File: config.mk
export PLATFORM = sky130hd
export DESIGN_NAME = line_fault_ctrl
export DESIGN_NICKNAME = d
export VERILOG_FILES = /design/src/rtl/lfc_pkg.sv /design/src/rtl/lfc_datapath.sv /design/src/rtl/lfc_control.sv /design/src/rtl/line_fault_ctrl.sv
export SDC_FILE = /design/constraint.sdc
export NUM_CORES = 1
export LEC_CHECK = 0
export BUFFER_PORTS_ARGS = -buffer_cell sky130_fd_sc_hd__buf_2
export CAP_MARGIN = 20
export CORE_AREA = 2 2 55 57
export CTS_CLUSTER_SIZE = 8
export DETAILED_ROUTE_END_ITERATION = 10
export DIE_AREA = 0 0 57 59
export GPL_TIMING_DRIVEN = 1
export PLACE_DENSITY = 0.75
export SYNTH_ARGS = -nofsm -noshare
export SYNTH_HDL_FRONTEND = slang
export SYNTH_SLANG_ARGS = --single-unit
export TNS_END_PERCENT = 30
File: constraint.sdc
create_clock -name clk -period 4.3 [get_ports clk]
set_input_delay 0.86 -clock clk [delete_from_list [all_inputs] [get_ports clk]]
set_output_delay 0.86 -clock clk [all_outputs]
set_load 0.1 [all_outputs]
File: src/rtl/lfc_pkg.sv
package lfc_pkg;
  localparam int NUM_RAW  = 5;
  localparam int IDX_TFP  = 0;
  localparam int IDX_TFN  = 1;
  localparam int IDX_SIG  = 2;
  localparam int IDX_EN   = 3;
  localparam int IDX_RATE = 4;

  typedef struct packed {
    logic pwrDown;
  } ctlStrobe_t;
endpackage

File: src/rtl/lfc_datapath.sv
module lfc_datapath
  import lfc_pkg::*;
#(
  parameter int SYNC_STAGES = 2,
  parameter int SETTLE_W    = 8
) (
  input  logic                clk,
  input  logic                rstN,
  input  logic [NUM_RAW-1:0]  rawIn,
  input  logic [SETTLE_W-1:0] settleCount,
  input  ctlStrobe_t          strobe,
  output logic [NUM_RAW-1:0]  syncVec,
  output logic                tfPHeld,
  output logic                tfNHeld,
  output logic [7:0]          statusReg
);
  localparam int PAD_W = 8 - 3;

  // Synchronizer chain for each raw input.
  for (genvar i = 0; i < NUM_RAW; i++) begin : g_sync
    logic [SYNC_STAGES-1:0] chain;
    always_ff @(posedge clk or negedge rstN) begin
      if (!rstN) chain <= '0;
      else       chain <= {chain[SYNC_STAGES-2:0], rawIn[i]};
    end
    assign syncVec[i] = chain[SYNC_STAGES-1];
  end

  // Settle counter: cleared while down, counts up to settleCount once up.
  logic [SETTLE_W-1:0] settleCnt;
  always_ff @(posedge clk or negedge rstN) begin
    if (!rstN)                       settleCnt <= '0;
    else if (strobe.pwrDown)         settleCnt <= '0;
    else if (settleCnt < settleCount) settleCnt <= settleCnt + 1'b1;
  end

  logic tfOpen;
  assign tfOpen  = !strobe.pwrDown && (settleCnt >= settleCount);
  assign tfPHeld = syncVec[IDX_TFP] & tfOpen;
  assign tfNHeld = syncVec[IDX_TFN] & tfOpen;

  assign statusReg = {{PAD_W{1'b0}}, tfNHeld, tfPHeld, syncVec[IDX_SIG]};
endmodule

File: src/rtl/lfc_control.sv
module lfc_control
  import lfc_pkg::*;
(
  input  logic [NUM_RAW-1:0] syncVec,
  input  logic               tfPHeld,
  input  logic               tfNHeld,
  input  logic [2:0]         maskBits,
  input  logic [2:0]         polBits,
  input  logic               rateSelReg,
  input  logic               pwrDownReg,
  input  logic               lossPdEn,
  input  logic               muteSel,
  input  logic               lossNever,
  input  logic               lossAlways,
  output ctlStrobe_t         strobe,
  output logic               faultN,
  output logic               sdRate,
  output logic               outPowerDown,
  output logic               muteOut,
  output logic               offsetOut
);
  logic sigOk, enHigh;
  logic [2:0] srcLevel, srcActive;
  logic lossApplied;

  assign sigOk  = syncVec[IDX_SIG];
  assign enHigh = syncVec[IDX_EN];

  // Source levels with a fault-active sense of 1: signal source is active when lost.
  assign srcLevel  = {tfNHeld, tfPHeld, !sigOk};
  assign srcActive = (srcLevel ^ polBits) & ~maskBits;
  assign faultN    = ~|srcActive;

  assign sdRate = syncVec[IDX_RATE] | rateSelReg;

  always_comb begin
    if (!enHigh)                 outPowerDown = 1'b1;
    else if (lossPdEn && !sigOk) outPowerDown = 1'b1;
    else                         outPowerDown = pwrDownReg;
  end
  assign strobe.pwrDown = outPowerDown;

  always_comb begin
    if (lossNever)       lossApplied = 1'b0;
    else if (lossAlways) lossApplied = 1'b1;
    else                 lossApplied = !sigOk;
  end
  assign muteOut   = lossApplied & muteSel;
  assign offsetOut = lossApplied & !muteSel;
endmodule

File: src/rtl/line_fault_ctrl.sv
module line_fault_ctrl
  import lfc_pkg::*;
#(
  parameter int SYNC_STAGES = 2,
  parameter int SETTLE_W    = 8
) (
  input  logic                clk,
  input  logic                rstN,
  input  logic                tfPRaw,
  input  logic                tfNRaw,
  input  logic                sigRaw,
  input  logic                enablePin,
  input  logic                ratePin,
  input  logic [2:0]          maskBits,
  input  logic [2:0]          polBits,
  input  logic                rateSelReg,
  input  logic                pwrDownReg,
  input  logic                lossPdEn,
  input  logic                muteSel,
  input  logic                lossNever,
  input  logic                lossAlways,
  input  logic [SETTLE_W-1:0] settleCount,
  output logic                faultN,
  output logic [7:0]          statusReg,
  output logic                sdRate,
  output logic                outPowerDown,
  output logic                muteOut,
  output logic                offsetOut
);
  logic [NUM_RAW-1:0] rawIn, syncVec;
  logic tfPHeld, tfNHeld;
  ctlStrobe_t strobe;

  always_comb begin
    rawIn           = '0;
    rawIn[IDX_TFP]  = tfPRaw;
    rawIn[IDX_TFN]  = tfNRaw;
    rawIn[IDX_SIG]  = sigRaw;
    rawIn[IDX_EN]   = enablePin;
    rawIn[IDX_RATE] = ratePin;
  end

  lfc_datapath #(.SYNC_STAGES(SYNC_STAGES), .SETTLE_W(SETTLE_W)) u_dp (
    .clk(clk), .rstN(rstN), .rawIn(rawIn), .settleCount(settleCount),
    .strobe(strobe), .syncVec(syncVec), .tfPHeld(tfPHeld), .tfNHeld(tfNHeld),
    .statusReg(statusReg)
  );

  lfc_control u_ctl (
    .syncVec(syncVec), .tfPHeld(tfPHeld), .tfNHeld(tfNHeld),
    .maskBits(maskBits), .polBits(polBits), .rateSelReg(rateSelReg),
    .pwrDownReg(pwrDownReg), .lossPdEn(lossPdEn), .muteSel(muteSel),
    .lossNever(lossNever), .lossAlways(lossAlways), .strobe(strobe),
    .faultN(faultN), .sdRate(sdRate), .outPowerDown(outPowerDown),
    .muteOut(muteOut), .offsetOut(offsetOut)
  );
endmodule

Word level (Yosys, flattened, before mapping)
Index checks and enable logic that the tools add are counted.

operators by class
  $add $sub $neg = 1
  multipliers = 0
  divide/modulo/power cells = 0
  $lt $le $gt $ge = 2
  equal/unequal tests = 0
  shift operators = 0
  multiplexer cells = 6
  bitwise operators = 8
  reductions and logical operators = 8

operator list
  operator             count
  $mux 8               2
  $add 8x1->8 const B  1
  $ge 8x8->1           1
  $lt 8x8->1           1
  $and 1x1->1          4
  $logic_not 1->1      4
  $mux 1               4
  $and 3x3->3          1
  $not 3->3            1
  $reduce_or 3->1      1
  $xor 3x3->3          1
  $logic_and 1x1->1    2
  $reduce_bool 2->1    1
  $or 1x1->1           1

word-level totals
  bits in registers = 18
  bits in latches = 0
  RAM bits = 0
  memory bits (read-only) = 0
  bits of input ports = 27
  output and inout bits = 13
  word-level logic and storage cells = 31
  memories kept = 0

Longest topological paths before layout
Gate-level depths: netlist of the first run.

  depth after elaboration = 11
  gate-level depth with buffers = 8
  mapped depth without buffers = 8

Hierarchy
A second synthesis of the first run with hierarchy kept.

second synthesis, totals
  cell total of the unflattened synthesis = 114
  area, all modules = 1,121.1 um^2

modules (own cells, without submodules)
  module        instances  cells each  area each (um^2)  sequential area each (um^2)
  lfc_datapath  1          100         1,027.2           450.4
  lfc_control   1          14          93.8              0.0

Worst setup path before layout of the first run
OpenSTA, ideal clock, no wires.

  path type = input-to-output
  start point = input port lossAlways
  end point = output port muteOut
  arrival time = 3.099 ns
  required time = 3.440 ns
  setup slack = 0.341 ns
  stages on the path = 2
  buffers on the path = 0
  cells stage by stage = nor2b_1 -> nor3b_1

between the ends
  longest elaborated chain between the ends = 3

RTL lines
  element          RTL line               source
  start, declared  line_fault_ctrl.sv:21  input logic lossAlways,
  $mux 1           lfc_control.sv:45      else if (lossAlways) lossApplied = 1'b1;
  $mux 1           lfc_control.sv:44      if (lossNever) lossApplied = 1'b0;
  $and 1x1->1      lfc_control.sv:48      assign muteOut = lossApplied & muteSel;
  end, declared    line_fault_ctrl.sv:27  output logic muteOut,

Every way passes these cells.

Worst setup path in the final report of the first run
  start point = input port settleCount[7]
  end point = output port faultN

between the ends
  longest elaborated chain between the ends = 7
  elaborated cells on any way between the ends = 8
  those cells by class = 1 x order compare; 4 x bitwise; 3 x reduce/logical

RTL lines
  element                         RTL line                                source
  start, declared                 line_fault_ctrl.sv:22                   input logic [SETTLE_W-1:0] settleCount,
  $ge 8x8->1 (*)                  lfc_datapath.sv:38                      assign tfOpen = !strobe.pwrDown && (settleCnt >= settleCount);
  $logic_and 1x1->1 (*)           lfc_datapath.sv:38
  $and 1x1->1 (on tied branches)  lfc_datapath.sv:39, lfc_datapath.sv:40
  $xor 3x3->3 (*)                 lfc_control.sv:31                       assign srcActive = (srcLevel ^ polBits) & ~maskBits;
  $and 3x3->3 (*)                 lfc_control.sv:31
  $reduce_or 3->1 (*)             lfc_control.sv:32                       assign faultN = ~|srcActive;
  $logic_not 1->1 (*)             lfc_control.sv:32
  end, declared                   line_fault_ctrl.sv:23                   output logic faultN,

Mark *: on every way between the ends. The rest lies on a longest branch, timed or not.

==> metrics.yaml, run 1 <==
run_status:
  status: "finished, final reports clean"
cts:
  cts-root-buf: "clkbuf_4"
  clock-sinks: 18
  insertion_delay_ns: 0.28
  ctsHoldBuffers: 0
  clk_path_buf_depth: 2
  cts.clk_slew.worst_paths_ns: 0.09
  cts_tree: "yes"
  cts.htree.levels: 1
  postCtsResizedCells: 0
  numCtsBuffers: 3
  cts_setup_buffers: 0
synth:
  ys_types: 27
  ys_top_cells_by_area: "dfrtp_1 (44%), ha_1 (11%), xnor2_1 (8.5%), buf_4 (5.8%), inv_1 (4.0%)"
  synth_area_per_cell_um2: 10.21
  synth_top_area_share_pct: 43.69
  synthSimpleGateAreaFrac_pct: 19.54
  ys.flop_type: "dfrtp_1"
  synth_edf_count: 0
  synth_top_family_by_area: "simple AND/OR/NAND/NOR gates"
  synth_adder_area_share_pct: 10.92
  ys_warn_count: 0
  synth.most_common_cell: "dfrtp_1"
  yosysTopAreaCell: "dfrtp_1"
  synth_seq_cells: 18
  synth_common_cells: "dfrtp_1 (18), inv_1 (11), xnor2_1 (10), ha_1 (9)"
  seq_area_frac_synth_pct: 43.69
  synth_compound_area_share_pct: 7.160
  synthMuxAreaShare_pct: 0
  async_flop_share_pct: 100.0
  synthXorXnorAreaFrac_pct: 8.495
  netlist_instances: 101
  syn_area_um2: 1031
floorplan:
  fp.coreArea_um2: 2710
  dieArea_um2: 3363
  initial_core_util_pct: 38.04
  die_x_um: 57
  die_height_um: 59
  ios: 40
  row_count: 19
detailed_routing:
  vias: 799
  wire_per_inst_um: 11.43
  drtIter0Drc: 12
  routed_wirelength_mm: 1.898
  drc_errors: 0
  vias_per_cell: 4.813
  dr.pass1.iters: 4
  ant_nets: 0
power_and_ir_drop:
  power_leakage_uw: 0.0006164
  ir_worst_vdd_mv: 0.2109
  power_per_cell_area_nw_per_um2: 289.5
sta:
  max_clock_freq_mhz: 267.6
  final.setup_skew_ns: 0.004447
  drv_slew: 0
  post-route-period-util_pct: 86.92
  grt_setup_unrepaired: "false"
  finalSetupViolations: 0
  period_minus_slack_ns: 3.737
  fin_ws_ns: 0.5626
  tns_ns: 0
  hold_violations: 0
global_route:
  grt.overflow.total: 0
  antenna_found_initial: 0
  grt_pass1_wl_mm: 3.318
  grt_pass1_vias: 825
  grt_max_degree: 19
  grt_usage_pct: 12.72
setup_path:
  crit_fanout: 10
  crit_slowest_cell: "buf_2"
  required_ns: 3.44
  critPathKind: "in -> out"
  cp-startpoint: "settleCount[7]"
  endpoint_kind: "output pin"
  worstPathArrival_ns: 2.88
  cpPeakStageDelay_ns: 0.42
  crit_top_cell: "buf_2"
  reg2reg_from: "u_dp.settleCnt[1]"
  startpoint_type: "input port"
  cp_cell_sequence: "buf_2 -> inv_1 -> ha_1 -> a21oi_1 -> o21ai_4 -> nand4b_1 -> and4_2 -> xnor2_1 -> o221a_1 -> buf_2"
placed_design:
  place_hpwl_mm: 1.612
  place_ws_ns: 0.5613
  io_buffers: 34
  place_area_um2: 1195
  place_congestion: 0.7464
finish:
  diodes: 0
  layout-drive-gt1-share_pct: 33.33
  stdcell_area_um2: 1231
  area_delta_synth_final_pct: 19.42
  num-fill-cells: 265
  final_nets: 172
min_path:
  min_path_type: "reg -> reg"
  min_from: "u_dp.g_sync[4].chain[0]"
job:
  max-cap-violations: 0
-- area by class of cell --
class	count	area, um^2	area share (%)
inverter	11	41.29	3.354
multi-input combinational	68	494.2	40.14
clock buffer	4	36.28	2.947
timing repair buffer	34	170.2	13.82
sequential	18	450.4	36.59
tap	31	38.79	3.150
-- layout by cell type (no fill, tap or decap), types with 2 or more instances in the layout --
master and instances:
xnor2_1 10, buf_2 34, conb_1 5, nor4_1 4
nor2_1 8, dfrtp_1 18, a21oi_1 4, nor2b_1 2
nand2b_1 3, nand4_1 2, nor3_1 2, inv_1 11
ha_1 9, and4_2 2, nand2_1 5, clkbuf_4 3
-- cell families after synthesis --
| family | Yosys count |
|---|---|
| flip-flops | 18 |
| AND/OR/NAND/NOR | 35 |
| AO/OA/AOI/OAI | 9 |
| buffers and inverters | 19 |
| other | 1 |
| XOR/XNOR | 10 |
| adder cells (fa/ha/maj) | 9 |
-- worst paths after layout --
path	slack (ns)	cells past startpoint	to
max	0.56	10	faultN
min reg2reg	0.35	0	u_dp.g_sync[4].chain[1]
max in group asynchronous	3.55	1	u_dp.settleCnt[3]
min	0.35	0	u_dp.g_sync[4].chain[1]
min in group asynchronous	0.48	1	u_dp.g_sync[2].chain[1]
max reg2reg	2.36	7	u_dp.settleCnt[5]
-- metrics by stage --
step	hold slack [ns]	total power [uW]	std cells	utilization (%)
after floorplan	0.3312	244.7	105	-
after global placement	0.3324	260.1	162	44.09
after detailed placement	0.3379	262.6	162	44.09
after CTS	0.3561	363.7	166	45.43
after global routing	0.3681	377.3	166	45.43
final	0.3545	356.5	166	45.43
-- power by group --
part / leakage, uW / internal (uW) / switching [uW]
Sequential: 0.000228 / 175 / 2.97
Clock: 0.0000210 / 51.5 / 46.4
Combinational: 0.000368 / 19.3 / 61.6
Total: 0.000616 / 245 / 111
-- metal layers --
layer  global-route usage, %  vias to the layer above  wire length (um)
li1                        -                      394                 -
met1                   13.69                      377               780
met2                   24.79                       28              1006
met3                   1.310                        0               111
met4                   5.980                        0                 0
met5                       0                        -                 0
-- state kept, by name, summed over array words and instances, names as in the netlist --
register,count
u_dp.g_sync.chain,10
u_dp.settleCnt,8
-- critical path: cells and delay by family --
kind	cells	cell delay [ns]
adders and majority gates	1	0.32
xor gates and xnor gates	1	0.13
buffers and inverters	3	0.52
AOI/OAI and AO/OA	3	0.59
and+or+nand+nor	2	0.44
Power figures use the tool's default switching activity.
==> run 2, diff against run 1 <==
--- a/config.mk
+++ b/config.mk
@@ -8,10 +8,9 @@
 export BUFFER_PORTS_ARGS = -buffer_cell sky130_fd_sc_hd__buf_2
 export CAP_MARGIN = 20
-export CORE_AREA = 2 2 55 57
+export CORE_AREA = 2 2 63 50
 export CTS_CLUSTER_SIZE = 8
 export DETAILED_ROUTE_END_ITERATION = 10
-export DIE_AREA = 0 0 57 59
+export DIE_AREA = 0 0 65 52
 export GPL_TIMING_DRIVEN = 1
-export PLACE_DENSITY = 0.75
 export SYNTH_ARGS = -nofsm -noshare
 export SYNTH_HDL_FRONTEND = slang
==> constraint.sdc (replaced) <==
create_clock -name clk -period 4.3 [get_ports clk]
set_input_delay 0.645 -clock clk [delete_from_list [all_inputs] [get_ports clk]]
set_output_delay 0.645 -clock clk [all_outputs]
set_load 0.1 [all_outputs]
==> run 2 against run 1 <==
Die area rose by 0.51%. Critical path depth did not move. Count of clock-buffer cells in the layout did not move. Register-to-register slack improved by 0.03 ns. Utilization fell by 0.26 points. Routed wire length fell by 4.1%. Global-route usage fell by 0.71 points. Sequential cell count did not move. Sequential share of layout area fell by 0.80 points. Final cell count rose by 4.2%. Worst setup slack improved by 0.44 ns. Non-clock buffer count did not move. Critical endpoint unchanged.
==> metrics.yaml, run 2 (synthesis results as in run 1) <==
placed_design:
  place_congestion: 0.7447  # -0.23%
  place_hpwl_mm: 1.499  # -7.0%
  io_buffers: 34  # unchanged
  place_ws_ns: 0.9998  # +0.4384 ns
  dpl.cell_count: 169  # +4.3%
detailed_routing:
  wire_per_inst_um: 10.52  # -8.0%
  drc_errors: 0  # unchanged
  routed_wirelength_mm: 1.820  # -4.1%
  dr.pass1.iters: 4  # unchanged
  drtIter0Drc: 14  # +2
  ant_nets: 0  # unchanged
  vias_per_cell: 4.434  # -7.9%
  vias: 767  # -4.0%
finish:
  final_cell_mix: "buf_2 (34), dfrtp_1 (18), inv_1 (11)"
  multiInputGateArea_um2: 494.2  # unchanged
  largest_reg_flops: 10  # unchanged
  final_common_cell: "buf_2"
  top_register: "u_dp.g_sync.chain"
  reg_top3: "u_dp.g_sync.chain x10, u_dp.settleCnt x8"
  final_nets: 172  # unchanged
  layout-drive-gt1-share_pct: 33.33  # unchanged
  utilization_pct: 45.17  # -0.26 points
  fin_cells: 173  # +4.2%
  area_delta_synth_final_pct: 22.09
  diodes: 0  # unchanged
  num-fill-cells: 279  # +5.3%
  seq_area_um2: 450.4  # unchanged
power_and_ir_drop:
  ir_worst_vdd_mv: 0.1428  # -32%
  power_frac_clock_pct: 33.4  # +5.9 points
  power_leakage_uw: 0.0006242  # +1.3%
  swShare_pct: 29.06  # -2.1 points
  p_sw_uw: 112.7  # +1.5%
  internal_power_uw: 275.1  # +12%
  power_per_cell_area_nw_per_um2: 308.1  # +6.4%
  p_comb_share_pct: 20.8  # -1.9 points
  seqPwrFrac_pct: 45.7  # -4.1 points
global_route:
  grt.overflow.total: 0  # unchanged
  grt_usage_pct: 12.01  # -0.71 points
  antenna_found_initial: 0  # unchanged
  grt_pass1_wl_mm: 3.180  # -4.2%
  grt_max_degree: 19  # unchanged
  grt_pass1_vias: 793  # -3.9%
setup_path:
  critPathKind: "in -> out"
  crit_top_cell: "buf_2"
  worstPathArrival_ns: 2.65  # -0.23 ns
  startpoint_type: "input port"
  crit_slowest_cell: "buf_2"
  cp_cell_sequence: "buf_2 -> inv_1 -> ha_1 -> a21oi_1 -> o21ai_4 -> nand4b_1 -> and4_2 -> xnor2_1 -> o221a_1 -> buf_2"
  endpoint_kind: "output pin"
  required_ns: 3.65  # +0.21 ns
  cpPeakStageDelay_ns: 0.42  # about the same
  crit_fanout: 10  # unchanged
cts:
  clock-sinks: 18  # unchanged
  numCtsBuffers: 3  # unchanged
  clk_path_buf_depth: 2  # unchanged
  ctsHoldBuffers: 0  # unchanged
  postCtsResizedCells: 0  # unchanged
  cts_tree: "yes"
  cts_setup_buffers: 0  # unchanged
  insertion_delay_ns: 0.24  # -0.04 ns
  cts.htree.levels: 1  # unchanged
  cts.clk_slew.worst_paths_ns: 0.06  # -0.03 ns
  cts-root-buf: "clkbuf_8"
floorplan:
  dieArea_um2: 3380  # +0.51%
  initial_core_util_pct: 37.00  # -1.0 points
  row_count: 17  # -2
  fp.coreArea_um2: 2786  # +2.8%
  die_height_um: 52  # -12%
  ios: 40  # unchanged
  die_x_um: 65  # +14%
sta:
  final.setup_skew_ns: 0.001127  # -0.003320 ns
  period_minus_slack_ns: 3.293  # -0.4441 ns
  tns_ns: 0  # unchanged
  fin_ws_ns: 1.007  # +0.4441 ns
  post-route-period-util_pct: 76.59  # -10 points
  grt_setup_unrepaired: "false"
  finalSetupViolations: 0  # unchanged
  drv_slew: 0  # unchanged
  max_clock_freq_mhz: 303.6  # +13%
  hold_violations: 0  # unchanged
job:
  max-cap-violations: 0  # unchanged
run_status:
  status: "finished, final reports clean"
min_path:
  min_path_type: "in -> async"
==> run 2: cell counts in the layout (fill, tap and decap cells not counted) <==
No cell type changed its count.
==> run 2: metal layers <==
metal,vias to the layer above,GRT usage (%),part of all wire [%],wire length (um)
li1,394,-,-,-
met1,355,14.56,44,807
met2,16,21.82,50,911
met3,2,2.381,5.1,92
met4,0,3.191,0.49,9
met5,-,0,0,0
==> run 2: through the flow <==
step                instance area (um^2)  hold slack (ns)  total power, uW
detailed placement                  1204           0.3364            262.0
global route                        1259           0.3422            410.6
finish                              1259           0.3159            387.8
CTS                                 1259           0.3324            394.6
global placement                    1204           0.3318            260.1
floorplan                           1046           0.3312            244.7
==> run 2: final timing paths <==
path                                    startpoint                      end  slack (ns)  depth (start not counted)
setup reg to reg                 u_dp.settleCnt[3]        u_dp.settleCnt[5]        2.39                          6
hold reg to reg            u_dp.g_sync[0].chain[0]  u_dp.g_sync[0].chain[1]        0.35                          0
min in group clk           u_dp.g_sync[0].chain[0]  u_dp.g_sync[0].chain[1]        0.35                          0
hold / removal                                rstN  u_dp.g_sync[4].chain[0]        0.32                          1
max in group asynchronous                     rstN        u_dp.settleCnt[2]        3.71                          1
setup / recovery                    settleCount[7]                   faultN        1.01                         10
==> run 2: cell type report <==
class	instances	area share, %
clock buffer	4	4.374
tap	38	3.777
inverter	11	3.280
timing repair buffer	34	13.52
sequential	18	35.79
multi-input combinational	68	39.26
==> run 2: power by group through the flow <==
| stage | Sequential, uW | Clock (uW) | Combinational [uW] |
|---|---|---|---|
| floorplan | 180 | 0 | 64.9 |
| global placement | 180 | 0 | 79.8 |
| detailed placement | 180 | 0 | 81.5 |
| CTS | 177 | 136 | 81.7 |
| global route | 178 | 146 | 86.5 |
| finish | 177 | 130 | 80.8 |
==> run 2: worst max-delay path: cells and delay by family <==
family	cells	cell delay (ns)
XOR/XNOR	1	0.15
adder cells (fa/ha/maj)	1	0.32
buffers and inverters	3	0.52
AND/OR/NAND/NOR	2	0.44
AO/OA/AOI/OAI	3	0.58
==> run 3, diff against run 2 <==
Settings changed: PLACE_DENSITY from default to 0.67.
Clock period 4.3 ns to 2.8 ns, I/O delays scaled along.
==> run 3 against run 2 <==
Cell area rose by 5.7%. Count of clock-buffer cells in the layout stayed put. Power is 57% higher. Critical path depth down 2. Register-to-register slack got worse by 1.6 ns. Worst setup slack worse by 0.89 ns. Clock power rose by 56%. Sequential power grew 54%. Largest power group unchanged.
==> metrics.yaml, run 3 (synthesis results as in run 1) <==
run_status:
  status: "finished, final reports clean"
cts:
  cts-root-buf: "clkbuf_8"
  ctsHoldBuffers: 0  # unchanged
  insertion_delay_ns: 0.24  # about the same
  clk_path_buf_depth: 2  # unchanged
  clock-sinks: 18  # unchanged
  cts.clk_slew.worst_paths_ns: 0.06  # about the same
  cts.htree.levels: 1  # unchanged
  cts_tree: "yes"
  numCtsBuffers: 3  # unchanged
power_and_ir_drop:
  power_frac_clock_pct: 33.4  # about the same
  internal_power_uw: 428.9  # +56%
  power_uw: 608.4  # +57%
  ir_worst_vdd_mv: 0.2659  # +86%
  power_leakage_uw: 0.0006428  # +3.0%
  p_sw_uw: 179.5  # +59%
  swShare_pct: 29.50  # +0.44 points
  p_comb_share_pct: 21.9  # +1.1 points
  power_per_cell_area_nw_per_um2: 457.4  # +48%
  seqPwrFrac_pct: 44.8  # -0.9 points
sta:
  hold_violations: 0  # unchanged
  final.setup_skew_ns: 0.001134  # +0.000006500 ns
  drv_slew: 0  # unchanged
  finalSetupViolations: 0  # unchanged
  post-route-period-util_pct: 95.75
  period_minus_slack_ns: 2.681
  max_clock_freq_mhz: 373.0
global_route:
  grt_pass1_vias: 751  # -5.3%
  grtUsageMet3_pct: 2.597  # +0.22 points
  grt_max_degree: 19  # unchanged
  grt.overflow.total: 0  # unchanged
  use_met2_pct: 20.45  # -1.4 points
  gr-max-usage-layer: "met2"
  grt_usage_pct: 12.23  # +0.23 points
  antenna_found_initial: 0  # unchanged
  grt_pass1_wl_mm: 3.194  # +0.44%
  use_met1_pct: 15.78  # +1.2 points
finish:
  final_cell_mix: "buf_2 (33), dfrtp_1 (18), inv_1 (11)"
  num-fill-cells: 259  # -7.2%
  final_common_cell: "buf_2"
  layout-drive-gt1-share_pct: 38.69  # +5.4 points
  top_register: "u_dp.g_sync.chain"
  reg_top3: "u_dp.g_sync.chain x10, u_dp.settleCnt x8"
  area_delta_synth_final_pct: 29.01
  largest_reg_flops: 10  # unchanged
  final_nets: 174  # +1.2%
  diodes: 0  # unchanged
  fin_cells: 175  # +1.2%
  utilization_pct: 47.73  # +2.6 points
floorplan:
  row_count: 17  # unchanged
  fp.coreArea_um2: 2786  # unchanged
  die_height_um: 52  # unchanged
  dieArea_um2: 3380  # unchanged
  ios: 40  # unchanged
  die_x_um: 65  # unchanged
  initial_core_util_pct: 37.00  # unchanged
detailed_routing:
  vias_per_cell: 4.520  # +2.0%
  dr.pass1.iters: 4  # unchanged
  drc_errors: 0  # unchanged
  vias: 791  # +3.1%
  wire_per_inst_um: 11.27  # +7.1%
  ant_nets: 0  # unchanged
  routed_wirelength_mm: 1.972  # +8.4%
  drtIter0Drc: 21  # +7
min_path:
  min_path_type: "in -> async"
setup_path:
  critPathKind: "reg -> out"
  cp_cell_sequence: "ha_1 -> nor2b_1 -> o211ai_2 -> nand4b_1 -> and4_2 -> xnor2_1 -> o221a_1 -> buf_12"
  worstPathArrival_ns: 2.26  # -0.39 ns
  cp-startpoint: "u_dp.settleCnt[1]"
  crit_slowest_cell: "dfrtp_1"
  startpoint_type: "register"
  crit_fanout: 4  # -6
  required_ns: 2.38  # -1.27 ns
  reg2reg_from: "u_dp.settleCnt[1]"
  endpoint_kind: "output pin"
  cpPeakStageDelay_ns: 0.42  # about the same
placed_design:
  dpl.cell_count: 169  # unchanged
  place_congestion: 0.7360  # -1.2%
  place_hpwl_mm: 1.530  # +2.1%
  io_buffers: 34  # unchanged
job:
  max-cap-violations: 0  # unchanged
==> run 3: cell count changes in the layout (fill, tap and decap cells not counted) <==
cell     before  now
a21oi_2       1    4
buf_4         0    2
nor3b_2       0    1
a21oi_1       4    1
ha_1          9    7
nor3b_1       1    0
buf_12        0    1
buf_2        34   33
ha_4          0    2
==> run 3: through the flow <==
step	instance area, um^2	setup TNS (ns)	hold slack (ns)	setup slack [ns]
2_1_floorplan	1051	-0.2956	0.1244	-0.1877
5_1_grt	1330	-0.01188	0.1108	-0.01188
3_3_place_gp	1224	0	0.3316	0.1873
3_5_place_dp	1224	0	0.3347	0.09058
6_report	1330	0	0.08863	0.1189
4_1_cts	1282	0	0.1001	0.01063
==> run 3: power groups by stage <==
stage | registers (uW) | clock network (uW) | logic (uW)
6_report | 272 | 203 | 133
5_1_grt | 273 | 227 | 142
4_1_cts | 272 | 211 | 132
3_5_place_dp | 277 | 0 | 131
3_3_place_gp | 277 | 0 | 129
2_1_floorplan | 276 | 0 | 100
==> run 3: worst paths after layout <==
check | endpoint | slack (ns) | depth (start not counted)
setup / recovery | faultN | 0.12 | 8
hold / removal | u_dp.g_sync[4].chain[0] | 0.09 | 1
setup reg to reg | u_dp.settleCnt[3] | 0.84 | 7
hold reg to reg | u_dp.g_sync[2].chain[1] | 0.35 | 0
max in group asynchronous | u_dp.settleCnt[6] | 2.43 | 1
min in group clk | u_dp.g_sync[3].chain[0] | 0.28 | 1
==> run 3: layout make-up <==
type | count | area [um^2] | share of cell area [%]
timing repair buffer | 36 | 200.2 | 15.05
multi-input combinational | 68 | 535.5 | 40.26
tap | 38 | 47.55 | 3.575
sequential | 18 | 450.4 | 33.87
inverter | 11 | 41.29 | 3.104
clock buffer | 4 | 55.05 | 4.139
==> run 3: critical path, delay by kind of cell, from the launching register on <==
family / cells / cell delay, ns
simple gates: 3 / 0.54
buf+inv: 1 / 0.18
flops: 1 / 0.42
fa+ha+maj: 1 / 0.30
compound gates: 2 / 0.47
xor+xnor: 1 / 0.12
==> run 3: layer usage <==
layer / vias to the layer above / routed length (um) / part of all wire (%)
li1: 399 / - / -
met1: 367 / 874 / 44
met2: 25 / 980 / 50
met3: 0 / 117 / 5.9
met4: 0 / 0 / 0
met5: - / 0 / 0
==> run 3: timing repair <==
item                                    in CTS  in global routing
gates cloned                                 0                  0
hold endpoints to repair                     0                  0
buffers inserted                             0                  2
pin swaps                                    0                  4
resized for setup                            1                  4
endpoints found under the setup margin       1                  1
